File: config.mk
export PLATFORM = sky130hd
export DESIGN_NAME = gpio_ad_port
export DESIGN_NICKNAME = d
export VERILOG_FILES = /design/src/rtl/gpio_pkg.sv /design/src/rtl/gpio_sync.sv /design/src/rtl/gpio_regs.sv /design/src/rtl/gpio_rdmux.sv /design/src/rtl/gpio_ad_port.sv
export SDC_FILE = /design/constraint.sdc
export NUM_CORES = 1
export LEC_CHECK = 0
export ABC_AREA = 1
export CORE_AREA = 2 2 90 92
export DETAILED_ROUTE_END_ITERATION = 7
export DIE_AREA = 0 0 92 94
export GPL_TIMING_DRIVEN = 0
export PLACE_DENSITY = 0.84
export SLEW_MARGIN = 20
export SYNTH_ARGS = -nofsm -noshare
export SYNTH_HDL_FRONTEND = slang
export SYNTH_HIERARCHICAL = 1
export SYNTH_SLANG_ARGS = --single-unit
File: constraint.sdc
create_clock -name clk -period 0.95 [get_ports clk]
set_input_delay 0.19 -clock clk [delete_from_list [all_inputs] [get_ports clk]]
set_output_delay 0.19 -clock clk [all_outputs]
set_load 0.02 [all_outputs]
File: src/rtl/gpio_pkg.sv
package gpio_pkg;
    localparam int PORT_W  = 16;
    localparam int BYTE_W  = 8;
    localparam int ADDR_W  = 3;
    localparam int NBYTES  = PORT_W / BYTE_W;
    localparam int SYNC_STAGES = 2;

    typedef enum logic [ADDR_W-1:0] {
        SEL_DATA_HI = 3'd0,
        SEL_DATA_LO = 3'd1,
        SEL_DIR_HI  = 3'd2,
        SEL_DIR_LO  = 3'd3,
        SEL_STAT_HI = 3'd4,
        SEL_STAT_LO = 3'd5,
        SEL_RSV_HI  = 3'd6,
        SEL_RSV_LO  = 3'd7
    } reg_sel_e;
endpackage

File: src/rtl/gpio_sync.sv
module gpio_sync #(
    parameter int W      = 16,
    parameter int STAGES = 2
) (
    input  logic         clk,
    input  logic         rst_n,
    input  logic [W-1:0] d_async,
    output logic [W-1:0] q_sync
);
    for (genvar i = 0; i < W; i++) begin : g_bit
        logic [STAGES-1:0] chain;
        always_ff @(posedge clk or negedge rst_n) begin
            if (!rst_n) chain <= '1;
            else        chain <= {chain[STAGES-2:0], d_async[i]};
        end
        assign q_sync[i] = chain[STAGES-1];
    end
endmodule

File: src/rtl/gpio_regs.sv
module gpio_regs
    import gpio_pkg::*;
(
    input  logic              clk,
    input  logic              rst_n,
    input  reg_sel_e          sel,
    input  logic              we,
    input  logic [BYTE_W-1:0] wdata,
    output logic [PORT_W-1:0] dir_q,
    output logic [PORT_W-1:0] latch_q
);
    // Byte b of a pair sits at offset NBYTES-1-b: the even offset holds the high byte.
    for (genvar b = 0; b < NBYTES; b++) begin : g_byte
        localparam logic OFS = 1'(NBYTES - 1 - b);
        always_ff @(posedge clk or negedge rst_n) begin
            if (!rst_n) begin
                dir_q[b*BYTE_W +: BYTE_W]   <= '0;
                latch_q[b*BYTE_W +: BYTE_W] <= '0;
            end else if (we && (sel[0] == OFS)) begin
                unique case (sel[ADDR_W-1:1])
                    2'd0: latch_q[b*BYTE_W +: BYTE_W] <= wdata;
                    2'd1: dir_q[b*BYTE_W +: BYTE_W]   <= wdata;
                    default: ;
                endcase
            end
        end
    end
endmodule

File: src/rtl/gpio_rdmux.sv
module gpio_rdmux
    import gpio_pkg::*;
(
    input  logic              clk,
    input  logic              rst_n,
    input  reg_sel_e          sel,
    input  logic [PORT_W-1:0] dir_q,
    input  logic [PORT_W-1:0] latch_q,
    input  logic [PORT_W-1:0] pin_sync,
    input  logic [PORT_W-1:0] din_en,
    output logic [BYTE_W-1:0] rdata
);
    logic [PORT_W-1:0] stat_view;
    logic [PORT_W-1:0] data_view;
    logic [BYTE_W-1:0] rd_next;

    always_comb begin
        stat_view = pin_sync | ~din_en;
        data_view = (dir_q & latch_q) | (~dir_q & stat_view);
    end

    always_comb begin
        unique case (sel)
            SEL_DATA_HI: rd_next = data_view[PORT_W-1 -: BYTE_W];
            SEL_DATA_LO: rd_next = data_view[BYTE_W-1:0];
            SEL_DIR_HI:  rd_next = dir_q[PORT_W-1 -: BYTE_W];
            SEL_DIR_LO:  rd_next = dir_q[BYTE_W-1:0];
            SEL_STAT_HI: rd_next = stat_view[PORT_W-1 -: BYTE_W];
            SEL_STAT_LO: rd_next = stat_view[BYTE_W-1:0];
            SEL_RSV_HI,
            SEL_RSV_LO:  rd_next = '0;
        endcase
    end

    always_ff @(posedge clk or negedge rst_n) begin
        if (!rst_n) rdata <= '0;
        else        rdata <= rd_next;
    end
endmodule

File: src/rtl/gpio_ad_port.sv
module gpio_ad_port
    import gpio_pkg::*;
(
    input  logic              clk,
    input  logic              rst_n,
    input  logic [ADDR_W-1:0] bus_addr,
    input  logic              bus_we,
    input  logic [BYTE_W-1:0] bus_wdata,
    output logic [BYTE_W-1:0] bus_rdata,
    input  logic [PORT_W-1:0] din_en,
    input  logic [PORT_W-1:0] pad_in,
    output logic [PORT_W-1:0] pad_out,
    output logic [PORT_W-1:0] pad_oe
);
    reg_sel_e          sel;
    logic [PORT_W-1:0] dir_q;
    logic [PORT_W-1:0] latch_q;
    logic [PORT_W-1:0] pin_sync;

    assign sel = reg_sel_e'(bus_addr);

    gpio_sync #(.W(PORT_W), .STAGES(SYNC_STAGES)) i_sync (
        .clk(clk), .rst_n(rst_n), .d_async(pad_in), .q_sync(pin_sync)
    );

    gpio_regs i_regs (
        .clk(clk), .rst_n(rst_n), .sel(sel), .we(bus_we), .wdata(bus_wdata),
        .dir_q(dir_q), .latch_q(latch_q)
    );

    gpio_rdmux i_rdmux (
        .clk(clk), .rst_n(rst_n), .sel(sel), .dir_q(dir_q), .latch_q(latch_q),
        .pin_sync(pin_sync), .din_en(din_en), .rdata(bus_rdata)
    );

    assign pad_oe  = dir_q;
    assign pad_out = latch_q;
endmodule

==> flow_metrics.tcl <==
set metrics [dict create \
    drv_slew 0 \
    post-place-ws_ns -0.8692 \
    dpl.hpwl_um 6356 \
    seq_area_frac_synth_pct 57.59 \
    seqPwrFrac_pct 41.3 \
    swShare_pct 33.31 \
    clkPwrFrac_pct 26.1 \
    drc_errors 0 \
    drv_cap 0 \
    core_area_um2 7607 \
    diodes 0 \
    relSlewSlack_pct 78.42 \
    grt_pass1_vias 3192 \
    layout-area-overhead-vs-synth_pct 55.40 \
    clockRootBuffer "clkbuf_8" \
    worstSkewPairLatency_ns 0.34 \
    end_kind "output pin" \
    yosysWarnings 6 \
    synth_cells 355 \
    num_vias 3364 \
    finalSetupViolCount 48 \
    cts_buffers 9 \
    internal-power_mw 6.164 \
    peakVddDrop_v 0.001033 \
    critical_path_class "reg2out" \
    final_area_um2 4970 \
    vias_per_cell 5.644 \
    p_total_mw 9.242 \
    numPortBuffers 85 \
    ant_nets 0 \
    rsz0062_at_grt "yes" \
    syn_nets 401 \
    combPwrFrac_pct 32.6 \
    slowest_delay_ns 0.44 \
    initial_core_util_pct 42.04 \
    htree_levels 3 \
    path_buf_inv 1 \
    cp_cell_sequence "buf_6" \
    dpl_cell_area_um2 4210 \
    drtIter0Drc 338 \
    cpLargestDelayFamily "flip-flops" \
    cp_max_fo 2 \
    cts_tree "done" \
    antenna_found_initial 0 \
    post_drt_wl_per_cell_um 19.31 \
    synth_seq_cells 72 \
    violations "negative setup slack" \
    hold_class "in2reg" \
    p_leak_nw 2.442 \
    setup_ws_ns -0.1750 \
    track_usage_pct 25.42 \
    die_h_um 94 \
    required_ns 0.76 \
    dr.pass1.iters 7 \
    critPathSlowestCell "dfrtp_1" \
    finalHoldViolCount 0 \
    fill_cells 514 \
    arrival_ns 0.94 \
    ios 86 \
    overflow 0 \
    grt_max_degree 47 \
    die_area_um2 8648 \
    fin_crit_sh_pct 118.4 \
    syn_area_um2 3198 \
    start_kind "flop" \
    outcome "complete, but fails checks" \
    fin_nets 535 \
    synth_cell_types 16 \
    drt-total-wl_um 11510 \
    grt_pass1_wl_um 16640 \
    worst_pin_slew_ns 0.3229 \
    gp_congestion 0.8262 \
    rows 32 \
    tns_ns -6.193 \
    max_freq_mhz 888.9 \
    skew_ns 0.01377 \
    p_per_area_nw_per_um2 1860 \
    syn_area_per_cell_um2 9.009 \
    period_needed_ns 1.125 \
    path_clk_slew_ns 0.08 \
    clockBufferDepth 2 \
    net-switching-power_mw 3.079 \
    drive_above_1_share_pct 44.53 \
    clock_sinks 72 \
    die-width_um 92 \
]
worst reg2reg max path: cells and delay by family (launching register included):
family / cells / cell delay, ns
flip-flops: 1 / 0.42
AND/OR/NAND/NOR: 4 / 0.41
buffers and inverters: 1 / 0.15
through the flow:
step                hold WS (ns)  utilization (%)  cells
detailed placement        0.1304            55.35    543
CTS                       0.2248            63.93    586
floorplan                -0.1056                -    355
finish                    0.2398            65.33    596
global route              0.2261            65.33    596
global placement          0.3458            55.12    542
sequential cells by signal, indices dropped and copies added (netlist names):
signal / count
i_rdmux/rdata: 8
i_sync/g_bit.chain: 32
i_regs/dir_q: 16
i_regs/latch_q: 16
cell usage after synthesis (all sizes together):
master | n | share of area, %
nand2 | 116 | 14
nor2 | 13 | 2.2
nand4 | 16 | 3.1
nor3 | 2 | 0.63
dfrtp | 40 | 31
buf | 26 | 5.9
inv | 37 | 4.3
o211ai | 16 | 3.8
nand3 | 57 | 8.9
dfstp | 32 | 26
power by group through the flow:
stage          combinational [mW]  sequential, mW  clock, mW
6_report                     3.02            3.81       2.41
5_1_grt                      3.16            3.83       2.60
4_1_cts                      2.79            3.77       2.43
3_5_place_dp                 2.08            3.91          0
3_3_place_gp                 2.02            3.89          0
2_1_floorplan               0.594            4.19          0
worst paths after layout:
check,start,slack (ns),cells past startpoint,endpoint
worst max-delay path,i_regs/dir_q[6],-0.18,1,pad_oe[6]
worst min-delay path,pad_in[14],0.24,1,i_sync/g_bit[14].chain[0]
worst max register to register,i_regs/dir_q[8],-0.16,5,i_rdmux/rdata[0]
worst min register to register,i_sync/g_bit[11].chain[0],0.35,0,i_sync/g_bit[11].chain[1]
max in group asynchronous,rst_n,0.10,3,i_sync/g_bit[5].chain[1]
min in group asynchronous,rst_n,0.27,2,i_rdmux/rdata[0]
metal layers:
| metal | vias to the layer above | GRT usage [%] | share of wire, % |
|---|---|---|---|
| li1 | 1414 | - | - |
| met1 | 1592 | 30.90 | 37 |
| met2 | 270 | 42.40 | 48 |
| met3 | 88 | 5.377 | 8.6 |
| met4 | 0 | 13.93 | 5.9 |
| met5 | - | 0 | 0 |
layout make-up:
class	instances	area (um2)	area share (%)
Clock buffer	10	127.6	2.568
Timing Repair Buffer	138	1355	27.27
Inverter	37	141.4	2.845
Sequential cell	72	1843	37.08
Clock inverter	6	68.82	1.385
Multi-Input combinational cell	221	1211	24.37
Tap cell	102	127.6	2.568
Buffer	10	95.09	1.913
logic make-up after synthesis:
group	count (synthesis)	share of synthesized area, %
flops	72	57.59
simple gates	204	28.44
buf+inv	63	10.21
compound gates	16	3.756
repair_timing:
item | in CTS | in global routing
endpoints found under the hold margin | 6 | 0
buffers inserted | 42 | 8
setup endpoints to repair | 80 | 88
pin swaps | 25 | 11
cloned | 0 | 2
resized for setup | 316 | 20
hold buffers | 1 | 0
layout by cell type (no fill, tap or decap):
master | Yosys | layout
nand2_1 | 116 | 96
buf_6 | 1 | 55
buf_4 | 21 | 42
nand3_1 | 57 | 42
clkdlybuf4s50_1 | 0 | 40
dfrtp_1 | 40 | 39
dfstp_2 | 32 | 32
inv_2 | 2 | 20
nand2_2 | 0 | 17
nand4_1 | 16 | 16
inv_1 | 35 | 16
o211ai_1 | 16 | 16
nand3_2 | 0 | 15
clkbuf_8 | 0 | 9
nor2_1 | 9 | 6
nor2_4 | 2 | 5
buf_2 | 3 | 3
nor2_2 | 2 | 3
nand2_4 | 0 | 3
clkinv_4 | 0 | 2
nor3_4 | 0 | 2
buf_12 | 0 | 2
clkinv_2 | 0 | 1
clkinvlp_4 | 0 | 1
inv_6 | 0 | 1
bufinv_16 | 0 | 1
clkbuf_1 | 0 | 1
dlygate4sd3_1 | 0 | 1
buf_8 | 0 | 1
clkbuf_4 | 0 | 1
inv_4 | 0 | 1
dfrtp_2 | 0 | 1
clkbuf_2 | 0 | 1
dlymetal6s2s_1 | 0 | 1
clkdlybuf4s18_2 | 0 | 1
Note: power is estimated with default switching activity, not from simulation.
